<file path="src/rtl/mmu_uart_pkg.sv">
package mmu_uart_pkg;
  typedef enum logic [1:0] {
    MODE_SYNC   = 2'b00,
    MODE_A8     = 2'b01,
    MODE_A9_FIX = 2'b10,
    MODE_A9_VAR = 2'b11
  } mode_e;

  localparam int unsigned OVS      = 16;
  localparam int unsigned CNT_W    = $clog2(OVS);
  localparam logic [CNT_W-1:0] MID_TICK = CNT_W'(OVS / 2 - 1);
  localparam logic [CNT_W-1:0] END_TICK = CNT_W'(OVS - 1);

  function automatic logic has_bit9(input logic [1:0] m);
    return m[1];
  endfunction

  function automatic logic is_async(input logic [1:0] m);
    return m != MODE_SYNC;
  endfunction
endpackage

</file>
<file path="src/rtl/mmu_uart_baud.sv">
module mmu_uart_baud #(
  parameter int unsigned DIV_W = 8
) (
  input  logic             clk_i,
  input  logic             rst_ni,
  input  logic             clk_en_i,
  input  logic             fixed_i,
  input  logic [DIV_W-1:0] div_i,
  output logic             tick_o
);
  logic [DIV_W-1:0] cnt_q;
  logic             tick_q;

  always_ff @(posedge clk_i or negedge rst_ni) begin
    if (!rst_ni) begin
      cnt_q  <= '0;
      tick_q <= 1'b0;
    end else begin
      tick_q <= 1'b0;
      if (clk_en_i) begin
        // >= so a divisor lowered mid-count cannot stall the counter
        if (fixed_i || cnt_q >= div_i) begin
          cnt_q  <= '0;
          tick_q <= 1'b1;
        end else begin
          cnt_q <= cnt_q + 1'b1;
        end
      end
    end
  end

  assign tick_o = tick_q;
endmodule

</file>
<file path="src/rtl/mmu_uart_rx.sv">
module mmu_uart_rx
  import mmu_uart_pkg::*;
(
  input  logic       clk_i,
  input  logic       rst_ni,
  input  logic       tick_i,
  input  logic       rx_i,
  input  logic [1:0] mode_i,
  input  logic       rx_en_i,
  input  logic       filt_i,
  input  logic       par_en_i,
  output logic [7:0] data_o,
  output logic       bit9_o,
  output logic       irq_o
);
  typedef enum logic [1:0] {RX_IDLE, RX_START, RX_BITS, RX_STOP} rx_st_e;

  rx_st_e           st_q;
  logic [CNT_W-1:0] cnt_q;
  logic [3:0]       idx_q;
  logic [8:0]       sh_q;
  logic             s1_q, s2_q;
  logic [7:0]       data_q;
  logic             bit9_q, irq_q;

  logic       wide;
  logic [3:0] last_idx;
  logic [7:0] frame_byte;
  logic       raw9, pass;

  assign wide       = has_bit9(mode_i);
  assign last_idx   = wide ? 4'd8 : 4'd7;
  assign frame_byte = wide ? sh_q[7:0] : sh_q[8:1];
  assign raw9       = sh_q[8];
  // ninth-bit gate in 9-bit modes (parity replaces it), stop-bit gate in 8-bit mode
  assign pass       = !filt_i || (wide ? (par_en_i || raw9) : s2_q);

  always_ff @(posedge clk_i or negedge rst_ni) begin
    if (!rst_ni) begin
      s1_q <= 1'b1;
      s2_q <= 1'b1;
    end else begin
      s1_q <= rx_i;
      s2_q <= s1_q;
    end
  end

  always_ff @(posedge clk_i or negedge rst_ni) begin
    if (!rst_ni) begin
      st_q   <= RX_IDLE;
      cnt_q  <= '0;
      idx_q  <= '0;
      sh_q   <= '0;
      data_q <= '0;
      bit9_q <= 1'b0;
      irq_q  <= 1'b0;
    end else begin
      irq_q <= 1'b0;
      if (!rx_en_i || !is_async(mode_i)) begin
        st_q <= RX_IDLE;
      end else if (tick_i) begin
        cnt_q <= cnt_q + 1'b1;
        unique case (st_q)
          RX_IDLE: begin
            if (!s2_q) begin
              st_q  <= RX_START;
              cnt_q <= '0;
            end
          end
          RX_START: begin
            if (cnt_q == MID_TICK) begin
              if (s2_q) st_q <= RX_IDLE;
              else begin
                st_q  <= RX_BITS;
                idx_q <= '0;
              end
            end
          end
          RX_BITS: begin
            if (cnt_q == MID_TICK) begin
              sh_q  <= {s2_q, sh_q[8:1]};
              idx_q <= idx_q + 1'b1;
              if (idx_q == last_idx) st_q <= RX_STOP;
            end
          end
          RX_STOP: begin
            if (cnt_q == MID_TICK) begin
              st_q   <= RX_IDLE;
              data_q <= frame_byte;
              bit9_q <= wide && (par_en_i ? (raw9 ^ (^frame_byte)) : raw9);
              irq_q  <= pass;
            end
          end
          default: st_q <= RX_IDLE;
        endcase
      end
    end
  end

  assign data_o = data_q;
  assign bit9_o = bit9_q;
  assign irq_o  = irq_q;
endmodule

</file>
<file path="src/rtl/mmu_uart_tx.sv">
module mmu_uart_tx
  import mmu_uart_pkg::*;
(
  input  logic       clk_i,
  input  logic       rst_ni,
  input  logic       tick_i,
  input  logic [1:0] mode_i,
  input  logic       par_en_i,
  input  logic       bit9_i,
  input  logic       start_i,
  input  logic [7:0] data_i,
  output logic       tx_o,
  output logic       done_o
);
  logic             busy_q, done_q;
  logic [10:0]      sh_q;
  logic [CNT_W-1:0] cnt_q;
  logic [3:0]       left_q;
  logic             nine;

  assign nine = par_en_i ? ^data_i : bit9_i;

  always_ff @(posedge clk_i or negedge rst_ni) begin
    if (!rst_ni) begin
      busy_q <= 1'b0;
      done_q <= 1'b0;
      sh_q   <= '1;
      cnt_q  <= '0;
      left_q <= '0;
    end else begin
      done_q <= 1'b0;
      if (!busy_q) begin
        if (start_i && is_async(mode_i)) begin
          busy_q <= 1'b1;
          cnt_q  <= '0;
          if (has_bit9(mode_i)) begin
            sh_q   <= {1'b1, nine, data_i, 1'b0};
            left_q <= 4'd11;
          end else begin
            sh_q   <= {2'b11, data_i, 1'b0};
            left_q <= 4'd10;
          end
        end
      end else if (tick_i) begin
        cnt_q <= cnt_q + 1'b1;
        if (cnt_q == END_TICK) begin
          sh_q   <= {1'b1, sh_q[10:1]};
          left_q <= left_q - 1'b1;
          if (left_q == 4'd1) begin
            busy_q <= 1'b0;
            done_q <= 1'b1;
          end
        end
      end
    end
  end

  assign tx_o   = busy_q ? sh_q[0] : 1'b1;
  assign done_o = done_q;
endmodule

</file>
<file path="src/rtl/mmu_uart.sv">
module mmu_uart
  import mmu_uart_pkg::*;
#(
  parameter int unsigned DIV_W = 8
) (
  input  logic             clk_i,
  input  logic             rst_ni,
  input  logic             clk_en_i,
  input  logic [1:0]       mode_i,
  input  logic             addr_filt_i,
  input  logic             rx_en_i,
  input  logic             par_en_i,
  input  logic             tx_bit9_i,
  input  logic [DIV_W-1:0] baud_div_i,
  input  logic             tx_start_i,
  input  logic [7:0]       tx_data_i,
  input  logic             rx_i,
  output logic             tx_o,
  output logic [7:0]       rx_data_o,
  output logic             rx_bit9_o,
  output logic             tx_done_o,
  output logic             rx_irq_o
);
  logic tick;
  logic filt_eff;

  // filter forced off outside the asynchronous modes
  assign filt_eff = addr_filt_i && is_async(mode_i);

  mmu_uart_baud #(.DIV_W(DIV_W)) u_baud (
    .clk_i    (clk_i),
    .rst_ni   (rst_ni),
    .clk_en_i (clk_en_i),
    .fixed_i  (mode_i == MODE_A9_FIX),
    .div_i    (baud_div_i),
    .tick_o   (tick)
  );

  mmu_uart_tx u_tx (
    .clk_i    (clk_i),
    .rst_ni   (rst_ni),
    .tick_i   (tick),
    .mode_i   (mode_i),
    .par_en_i (par_en_i),
    .bit9_i   (tx_bit9_i),
    .start_i  (tx_start_i),
    .data_i   (tx_data_i),
    .tx_o     (tx_o),
    .done_o   (tx_done_o)
  );

  mmu_uart_rx u_rx (
    .clk_i    (clk_i),
    .rst_ni   (rst_ni),
    .tick_i   (tick),
    .rx_i     (rx_i),
    .mode_i   (mode_i),
    .rx_en_i  (rx_en_i),
    .filt_i   (filt_eff),
    .par_en_i (par_en_i),
    .data_o   (rx_data_o),
    .bit9_o   (rx_bit9_o),
    .irq_o    (rx_irq_o)
  );
endmodule

</file>
<file path="config.mk">
export PLATFORM = sky130hd
export DESIGN_NAME = mmu_uart
export DESIGN_NICKNAME = d
export VERILOG_FILES = /design/src/rtl/mmu_uart_pkg.sv /design/src/rtl/mmu_uart_baud.sv /design/src/rtl/mmu_uart_rx.sv /design/src/rtl/mmu_uart_tx.sv /design/src/rtl/mmu_uart.sv
export SDC_FILE = /design/constraint.sdc
export NUM_CORES = 1
export LEC_CHECK = 0
export ABC_AREA = 0
export ABC_CLOCK_PERIOD_IN_PS = 2009
export BUFFER_PORTS_ARGS = -buffer_cell sky130_fd_sc_hd__buf_2
export CAP_MARGIN = 20
export CORE_AREA = 2 2 80 82
export CTS_BUF_LIST = sky130_fd_sc_hd__clkbuf_4 sky130_fd_sc_hd__clkbuf_8
export DETAILED_ROUTE_END_ITERATION = 10
export DIE_AREA = 0 0 82 84
export PLACE_DENSITY = 0.73
export RECOVER_POWER = 100
export SLEW_MARGIN = 10
export SYNTH_ARGS = -nofsm -noshare
export SYNTH_HDL_FRONTEND = slang
export SYNTH_SLANG_ARGS = --single-unit
</file>
<file path="constraint.sdc">
create_clock -name clk_i -period 2.01 [get_ports clk_i]
set_input_delay 0.402 -clock clk_i [delete_from_list [all_inputs] [get_ports clk_i]]
set_output_delay 0.402 -clock clk_i [all_outputs]
set_load 0.01 [all_outputs]
</file>
==> out/metrics.cfg <==
[clock_network]
tritoncts=yes
post_cts_buffers=0
cts_buffers=9
clock_path_buffers=2
clock_sinks=60
ctsHtreeMaxLevel=3
clkLatencyLatePin_ns=0.33
clkTransAtPathRegs_ns=0.06
cts_root_buf=clkbuf_8

[place]
dp.cells=424
place_ws_ns=0.0207
dp_hpwl_mm=4.23
gp_congestion=0.806
io_buffers=38

[sta]
fin_tns_setup_ns=0
slew_headroom_pct=1.98
rsz0062_at_grt=no
worst_pin_slew_ns=1.47
final_max_slew_viol_count=0
fmax_mhz=526
setup_slack_ns=0.109
period_minus_slack_ns=1.90
finalCritPeriodShare_pct=94.6
finalHoldViolCount=0
skew_ns=0.00362
final-setup-viol-count=0

[route]
wl_met3_um=192
wl_met1_mm=2.89
post_drt_wl_per_cell_um=13.6
postRouteAntennaNets=0
num_vias=2385
vias_per_cell=5.42
drc=0
top_layer_used=met4
drtPass1Iterations=4
routed_wl_mm=5.99
drt_iter0_drc=133
wl_met2_mm=2.80

[yosys]
synth_seq_cells=60
synth-main-ff-cell=dfrtp_1
synth_edf_count=0
syn_avg_cell_area_sq_um=10.4
ys_seq_area_share_pct=46.9
yosysWarnings=0
syn_area_sq_um=3230
synth_cell_type_count=52
async_flop_share_pct=100
syn_inst=311
synth_fp_nets=352

[floorplan]
core-area_sq_um=6100
initial_utilization_pct=53.0
pin_count=39
rows=29
dieArea_sq_um=6890
die_h_um=84
die_w_um=82

[global_route]
antenna_found_initial=0
grt_usage_pct=19.9
grt_pass1_vias=2368
grt_pass1_wl_mm=10.5
grt_max_degree=61
overflow=0

[status]
outcome=completed

[cells_and_area]
fin_nets=399
final_cells=440
fill_cells=528
final_common_cell=dfrtp_1
num_antenna_cells=0
final_cell_mix=dfrtp_1 (48), nand2_1 (37), o21ai_0 (28)
area_growth_pct=13.8
drive_gt1_share_pct=22.3

[setup_path]
cp_slowest_cell=dfrtp_1
crit_path_max_fanout=6
cp_cell_sequence=inv_1, ha_1, nand2b_1, a211oi_2, o211ai_2, and2_4, o311ai_1
critical_path_arrival_ns=2.13
crit_start=u_baud.cnt_q[0]
cpPeakStageDelay_ns=0.39
cp_top_family=compound AO/OA/AOI/OAI gates
path_class=reg2reg
r2r_start=u_baud.cnt_q[0]
cp-start-kind=register
critPathCaptureType=register
critPathBufInv=1
cp.required_ns=2.24

[pwr]
power_density_nw_per_um2=1040
p_leak_nw=1.71
ir_drop_uv=531
total_power_mw=3.81

[hold_path]
hold_path.startpoint=rx_i
min_path_type=in2reg

[job]
maxCapViolCount=0

[logic make-up (layout without fill, tap and decap cells)]
| family | after synthesis | in the layout | synth area share, % |
|---|---|---|---|
| compound gates | 64 | 64 | 13.9 |
| fa+ha+maj | 14 | 14 | 5.42 |
| mux | 27 | 27 | 8.71 |
| xor+xnor | 22 | 22 | 5.96 |
| buf+inv | 29 | 81 | 4.03 |
| simple gates | 95 | 95 | 15.1 |
| flops | 60 | 60 | 46.9 |
[final cells by class]
type / count / area (sq um) / area share, %
Multi-Input combinational cell: 222 / 1570 / 42.6
Sequential cell: 60 / 1520 / 41.2
Timing Repair Buffer: 47 / 219 / 5.95
Clock buffer: 15 / 181 / 4.93
Tap cell: 77 / 96.3 / 2.62
Inverter: 18 / 67.6 / 1.84
Clock inverter: 1 / 30.0 / 0.817
[metrics by stage]
step	instance area (sq um)	hold WS, ns	utilization [%]
after floorplan	3230	0.106	-
after global placement	3540	0.346	58.0
after detailed placement	3540	0.347	58.0
after CTS	3750	0.0722	61.5
after global routing	3680	0.148	60.3
final	3680	0.167	60.3
[routing by layer]
layer	up-vias	GRT usage, %
met1	1152	26.4
met5	-	0
met3	9	5.09
met2	30	30.5
met4	0	8.33
li1	1194	-
[path summary, 6_finish.rpt]
kind	to	slack, ns	cells past startpoint
max	u_baud.cnt_q[4]	0.11	7
min	u_rx.s1_q	0.17	1
max reg2reg	u_baud.cnt_q[4]	0.11	7
min reg2reg	u_rx.s2_q	0.35	0
max in group asynchronous	u_rx.cnt_q[1]	0.62	2
min in group asynchronous	u_tx.cnt_q[0]	0.50	2
[state kept, by name (all words and copies together) (netlist names), 2 cells and up]
register and count:
u_tx.cnt_q 4, u_rx.sh_q 9, u_rx.idx_q 4, u_rx.data_o 8, u_rx.st_q 2, u_baud.cnt_q 8, u_rx.cnt_q 4, u_tx.sh_q 10
u_tx.left_q 4
[synth_stat cells, drive strengths merged (3+ instances only)]
cell	count	area, sq um
o21ai	29	145
nor3	4	31.3
clkbuf	4	15.0
buf	7	47.5
nand3	13	65.1
xnor2	15	131
a211oi	3	22.5
nand2b	8	50.1
and3	3	18.8
o211ai	3	41.3
dfstp	12	315
o22ai	6	37.5
o31ai	3	22.5
xor2	7	61.3
dfrtp	48	1200
nor4b	3	26.3
mux2i	18	180
inv	18	67.6
nand2	38	145
a211o	3	26.3
nor2	13	51.3
mux2	9	101
a21oi	6	30.0
ha	14	175
[worst register-to-register path, stage by stage, from the launching register on]
cell and delay (ns):
dfrtp_1 0.39, inv_1 0.08, ha_1 0.27, nand2b_1 0.15
a211oi_2 0.26, o211ai_2 0.16, and2_4 0.22, o311ai_1 0.27
[power by group]
| group | switching [mW] | leakage, nW | internal [mW] |
|---|---|---|---|
| Sequential | 0.267 | 0.747 | 1.55 |
| Combinational | 0.443 | 0.855 | 0.410 |
| Clock | 0.442 | 0.112 | 0.697 |
| Total | 1.15 | 1.71 | 2.66 |
[repair_timing]
action | 4_1_cts | 5_1_grt
resized for setup | 0 | 1
hold buffers | 0 | 0
endpoints found under the setup margin | 0 | 1
Note: power is estimated with default switching activity, not from simulation.
